<file path="config.mk">
export PLATFORM = sky130hd
export DESIGN_NAME = bfu_top
export DESIGN_NICKNAME = d
export VERILOG_FILES = /design/src/rtl/bfu_pkg.sv /design/src/rtl/bfu_mask.sv /design/src/rtl/bfu_first_one.sv /design/src/rtl/bfu_top.sv
export SDC_FILE = /design/constraint.sdc
export NUM_CORES = 1
export LEC_CHECK = 0
export BUFFER_PORTS_ARGS = -buffer_cell sky130_fd_sc_hd__clkbuf_2
export CAP_MARGIN = 20
export CORE_MARGIN = 1
export CORE_UTILIZATION = 35
export DETAILED_ROUTE_END_ITERATION = 10
export HOLD_SLACK_MARGIN = 0.02
export RECOVER_POWER = 25
export SYNTH_ARGS = -nofsm -noshare
export SYNTH_HDL_FRONTEND = slang
export SYNTH_SLANG_ARGS = --single-unit
</file>
<file path="constraint.sdc">
create_clock -name clk -period 21.2 [get_ports clk]
set_input_delay 4.24 -clock clk [delete_from_list [all_inputs] [get_ports clk]]
set_output_delay 4.24 -clock clk [all_outputs]
set_load 0.02 [all_outputs]
</file>
<file path="src/rtl/bfu_pkg.sv">
package bfu_pkg;
  typedef enum logic [3:0] {
    OP_EXTU  = 4'd0,
    OP_EXTS  = 4'd1,
    OP_INS   = 4'd2,
    OP_FFO   = 4'd3,
    OP_TST   = 4'd4,
    OP_TSET  = 4'd5,
    OP_TCLR  = 4'd6,
    OP_TCHG  = 4'd7,
    OP_BSET  = 4'd8,
    OP_BCLR  = 4'd9,
    OP_BCHG  = 4'd10,
    OP_BTST  = 4'd11,
    OP_BSCAN = 4'd12
  } bfu_op_e;
endpackage

</file>
<file path="src/rtl/bfu_mask.sv">
module bfu_mask #(
  parameter int DATA_W = 32,
  localparam int IDX_W = $clog2(DATA_W),
  localparam int POS_W = IDX_W + 1
) (
  input  logic [IDX_W-1:0]  off,
  input  logic [IDX_W-1:0]  wcode,
  output logic [DATA_W-1:0] mask,
  output logic [IDX_W-1:0]  low,
  output logic [IDX_W-1:0]  msb,
  output logic [POS_W-1:0]  we
);
  logic [POS_W-1:0] req, room;

  always_comb begin
    req  = (wcode == '0) ? POS_W'(DATA_W) : {1'b0, wcode};
    room = POS_W'(DATA_W) - {1'b0, off};
    we   = (req < room) ? req : room;
    msb  = IDX_W'(DATA_W - 1) - off;
    low  = IDX_W'(room - we);
    for (int i = 0; i < DATA_W; i++) begin
      mask[i] = (IDX_W'(i) >= low) && (IDX_W'(i) <= msb);
    end
  end
endmodule

</file>
<file path="src/rtl/bfu_first_one.sv">
module bfu_first_one #(
  parameter int DATA_W = 32,
  localparam int IDX_W = $clog2(DATA_W)
) (
  input  logic [DATA_W-1:0] vec,
  output logic              found,
  output logic [IDX_W-1:0]  hi
);
  always_comb begin
    found = 1'b0;
    hi    = '0;
    for (int i = 0; i < DATA_W; i++) begin
      if (vec[i]) begin
        found = 1'b1;
        hi    = IDX_W'(i);
      end
    end
  end
endmodule

</file>
<file path="src/rtl/bfu_top.sv">
module bfu_top
  import bfu_pkg::*;
#(
  parameter int DATA_W = 32,
  localparam int IDX_W = $clog2(DATA_W),
  localparam int POS_W = IDX_W + 1
) (
  input  logic              clk,
  input  logic              rst,
  input  logic              in_valid,
  input  logic [3:0]        op,
  input  logic [DATA_W-1:0] operand,
  input  logic [DATA_W-1:0] ins_val,
  input  logic [IDX_W-1:0]  offset,
  input  logic [IDX_W-1:0]  width,
  output logic              out_valid,
  output logic [DATA_W-1:0] result,
  output logic [DATA_W-1:0] ext_val,
  output logic [POS_W-1:0]  pos,
  output logic              flag_n,
  output logic              flag_z
);
  bfu_op_e          opc;
  logic [IDX_W-1:0] r_off, r_w;
  logic [DATA_W-1:0] mask, field, ufield, ones_hi, ext_c, res_c;
  logic [IDX_W-1:0] low, msb, hi;
  logic [POS_W-1:0] we, pos_c;
  logic             found, fn, fz, is_mod;

  assign opc = bfu_op_e'(op);

  // region select: single-bit ops use width 1, scan uses the whole word
  always_comb begin
    r_off = offset;
    r_w   = width;
    case (opc)
      OP_BSET, OP_BCLR, OP_BCHG, OP_BTST: r_w = IDX_W'(1);
      OP_BSCAN: begin r_off = '0; r_w = '0; end
      default: ;
    endcase
  end

  bfu_mask #(.DATA_W(DATA_W)) u_mask (
    .off(r_off), .wcode(r_w), .mask(mask), .low(low), .msb(msb), .we(we)
  );

  assign field = operand & mask;

  bfu_first_one #(.DATA_W(DATA_W)) u_ffo (
    .vec(field), .found(found), .hi(hi)
  );

  always_comb begin
    fn      = operand[msb];
    fz      = (field == '0);
    ufield  = field >> low;
    ones_hi = {DATA_W{1'b1}} << we;
    ext_c   = (opc == OP_EXTS && fn) ? (ufield | ones_hi) : ufield;
    pos_c   = found ? (POS_W'(DATA_W - 1) - {1'b0, hi}) : ({1'b0, r_off} + we);
    is_mod  = 1'b1;
    case (opc)
      OP_INS:           res_c = (operand & ~mask) | ((ins_val << low) & mask);
      OP_TSET, OP_BSET: res_c = operand | mask;
      OP_TCLR, OP_BCLR: res_c = operand & ~mask;
      OP_TCHG, OP_BCHG: res_c = operand ^ mask;
      default: begin res_c = operand; is_mod = 1'b0; end
    endcase
  end

  always_ff @(posedge clk) begin
    if (rst) begin
      out_valid <= 1'b0;
      result    <= '0;
      ext_val   <= '0;
      pos       <= '0;
      flag_n    <= 1'b0;
      flag_z    <= 1'b0;
    end else begin
      out_valid <= in_valid;
      if (in_valid) begin
        result  <= res_c;
        ext_val <= ext_c;
        pos     <= pos_c;
        flag_n  <= fn;
        flag_z  <= fz;
      end
    end
  end


  valid_lat_chk: assert property (@(posedge clk) disable iff (rst)
    out_valid == $past(in_valid && !rst));


  keep_word_chk: assert property (@(posedge clk) disable iff (rst)
    out_valid && $past(!is_mod) |-> result == $past(operand));


  outside_field_chk: assert property (@(posedge clk) disable iff (rst)
    out_valid |-> ((result ^ $past(operand)) & ~$past(mask)) == '0);


  set_fill_chk: assert property (@(posedge clk) disable iff (rst)
    out_valid && $past(opc == OP_TSET) |-> (result & $past(mask)) == $past(mask));


  miss_pos_chk: assert property (@(posedge clk) disable iff (rst)
    out_valid && flag_z && $past(opc == OP_FFO) |-> pos == $past({1'b0, r_off} + we));
endmodule

</file>
==> flow_metrics.env <==
export IMPL_slew_violations=0
export IMPL_antenna_found_initial=0
export IMPL_io_pins=154
export IMPL_hold_end="result[18]$_SDFFE_PP0P_"
export IMPL_initial_utilization=0.361
export IMPL_worstPathArrival_ns=12.80
export IMPL_hold_depth=2
export IMPL_cpLargestDelayFamily="simple AND/OR/NAND/NOR gates"
export IMPL_htreeDepth=3
export IMPL_setup_tns_ns=0
export IMPL_clk_pin_slew_worst_paths_ns=0.07
export IMPL_netlist_area_um2=10500
export IMPL_p_leak_uw=0.00526
export IMPL_io_buffers=153
export IMPL_clock_sinks=73
export IMPL_status="finished, final reports clean"
export IMPL_ys_warn_count=0
export IMPL_final_cell_mix="nand2_1, nor2_1, mux2i_1, clkbuf_2, ha_1"
export IMPL_track_usage=0.277
export IMPL_grt_first_pass_wirelength_um=65400
export IMPL_hp_start="result[18]$_SDFFE_PP0P_"
export IMPL_dp_cells=1866
export IMPL_syn_inst=1412
export IMPL_report_final_hold_viol_count=0
export IMPL_crit_type="in2reg"
export IMPL_ctsResizeCount=0
export IMPL_hold_path_class="reg2reg"
export IMPL_n_antenna_cell=0
export IMPL_reg2reg_to="result[21]$_SDFFE_PP0P_"
export IMPL_critPathBufInv=6
export IMPL_ys_seq_area_frac=0.140
export IMPL_fin_skew_ns=0
export IMPL_synthDistinctLibCells=71
export IMPL_syn_to_final_growth_pct=12.3
export IMPL_postSynth_asyncResetShare=0
export IMPL_final_setup_viol_count=0
export IMPL_cp_end_kind="flop"
export IMPL_vias=11200
export IMPL_rr_startpoint="result[21]$_SDFFE_PP0P_"
export IMPL_yosys_register_bits=73
export IMPL_clk_path_buf_depth=2
export IMPL_grt_pass1_vias=10500
export IMPL_drive_gt1_frac=0.152
export IMPL_cp_slowest_cell="fa_4"
export IMPL_synth_top_flop_cell="dfxtp_1"
export IMPL_rsz0062_at_grt="false"
export IMPL_root_buffer="clkbuf_16"
export IMPL_die_h_um=175
export IMPL_core_area_um2=29000
export IMPL_ant_nets=0
export IMPL_critPathLaunchType="input port"
export IMPL_slew_headroom=0.330
export IMPL_path_common_cell="inv_1"
export IMPL_drc=0
export IMPL_drtIter0Drc=1071
export IMPL_cp_max_fo=39
export IMPL_power_density_nw_per_um2=108
export IMPL_nNetsFinal=1690
export IMPL_hpwlAfterDp_um=33100
export IMPL_num_rows=62
export IMPL_cts_tree="yes"
export IMPL_clock_latency_ns=0.36
export IMPL_avgSynthCellArea_um2=7.41
export IMPL_vias_per_cell=5.96
export IMPL_dr_pass1_iters=5
export IMPL_post_cts_buffers=0
export IMPL_final_common_cell="nand2_1"
export IMPL_dieArea_um2=30600
export IMPL_ff2ff_path_depth=4
export IMPL_routabilityCongestion=0.954
export IMPL_wirelength_um=43200
export IMPL_syn_nets=1609
export IMPL_max_freq_ghz=0.0798
export IMPL_grt_ovfl_total=0
export IMPL_wl_per_cell_um=23.0
export IMPL_cts_buffers=9
export IMPL_synth_edf_count=0
export IMPL_max_slew_worst_pin_slew_ns=0.976
export IMPL_regToRegSetupSlack_ns=20.10
export IMPL_final_instance_count_excl_fill=1882
export IMPL_fin_crit_ns=12.53
export IMPL_ctsHoldBuffers=0
export IMPL_worstPathRequired_ns=21.46
export IMPL_grt_max_degree=62
export IMPL_maxCapViolations=0
export IMPL_period_share=0.591
export IMPL_die_width_um=175
export IMPL_cpPeakStageDelay_ns=1.19
export IMPL_ir_drop_mv=0.0625
[logic make-up after synthesis]
| kind of cell | synth area share |
|---|---|
| AOI/OAI and AO/OA | 0.241 |
| buffers and inverters | 0.0760 |
| DFF | 0.140 |
| adders and majority gates | 0.140 |
| xor gates and xnor gates | 0.0108 |
| muxes | 0.198 |
| and+or+nand+nor | 0.194 |
[worst max path at each step]
stage	startpoint	cells past startpoint	to	slack [ns]
6_report	op[1]	26	pos[2]$_SDFFE_PP0P_	8.67
4_1_cts	op[1]	26	pos[2]$_SDFFE_PP0P_	8.82
3_3_place_gp	op[1]	26	pos[2]$_SDFFE_PP0P_	8.79
2_1_floorplan	op[0]	30	pos[2]$_SDFFE_PP0P_	10.33
3_5_place_dp	op[1]	26	pos[2]$_SDFFE_PP0P_	8.51
5_1_grt	op[1]	26	pos[2]$_SDFFE_PP0P_	8.04
[worst register-to-register path, stage by stage (launching register included)]
cell and delay (ns):
dfxtp_1 0.36, a221oi_1 0.09, o211ai_1 0.11, a21oi_1 0.05
a2111oi_0 0.37
[through the flow]
| step | area, um^2 | utilization | total power, uW | hold slack, ns | worst slack, ns |
|---|---|---|---|---|---|
| 6_report | 11800 | 0.405 | 1270 | 0.455 | 8.67 |
| 5_1_grt | 11800 | 0.405 | 1340 | 0.482 | 8.04 |
| 4_1_cts | 11800 | 0.407 | 1250 | 0.456 | 8.82 |
| 3_5_place_dp | 11500 | 0.397 | 1090 | 0.447 | 8.51 |
| 3_3_place_gp | 11500 | 0.397 | 1080 | 0.442 | 8.79 |
| 2_1_floorplan | 10500 | - | 806 | 0.528 | 10.33 |
[state kept, by name, summed over array words and instances, names as in the netlist]
signal     flops
flag_z         1
result        32
flag_n         1
pos            6
out_valid      1
ext_val       32
[power by group]
| part | leakage (uW) | total [uW] | switching [uW] | internal, uW |
|---|---|---|---|---|
| combinational | 0.00452 | 941 | 621 | 319 |
| clock | 0.000135 | 162 | 80.4 | 81.8 |
| sequential | 0.000603 | 166 | 11.2 | 155 |
| total | 0.00526 | 1270 | 713 | 556 |
[per-layer routing]
| layer | up-vias | track usage | routed length, um |
|---|---|---|---|
| met5 | - | 0 | 0 |
| met2 | 492 | 0.429 | 19000 |
| met3 | 92 | 0.0433 | 3020 |
| met4 | 0 | 0.113 | 1750 |
| met1 | 5368 | 0.382 | 19500 |
| li1 | 5271 | - | - |
[cells in the mapped netlist (30+ instances only)]
master	count	area, um^2
nor3_1	34	170
nand2_1	188	706
ha_1	114	1430
mux2i_1	117	1170
nand3_1	31	155
o21ai_0	83	415
clkbuf_1	65	244
o211ai_1	30	225
nor2_1	148	556
inv_1	92	345
dfxtp_1	73	1460
a21oi_1	86	430
[layout make-up]
cell class / count / area (um^2)
fill: 3093 / 17300
multi-input combinational: 1141 / 8300
sequential: 73 / 1460
timing repair buffer: 172 / 866
tap: 384 / 480
inverter: 96 / 360
clock buffer: 9 / 225
clock inverter: 7 / 61.3
(Power assumes the default switching activity.)
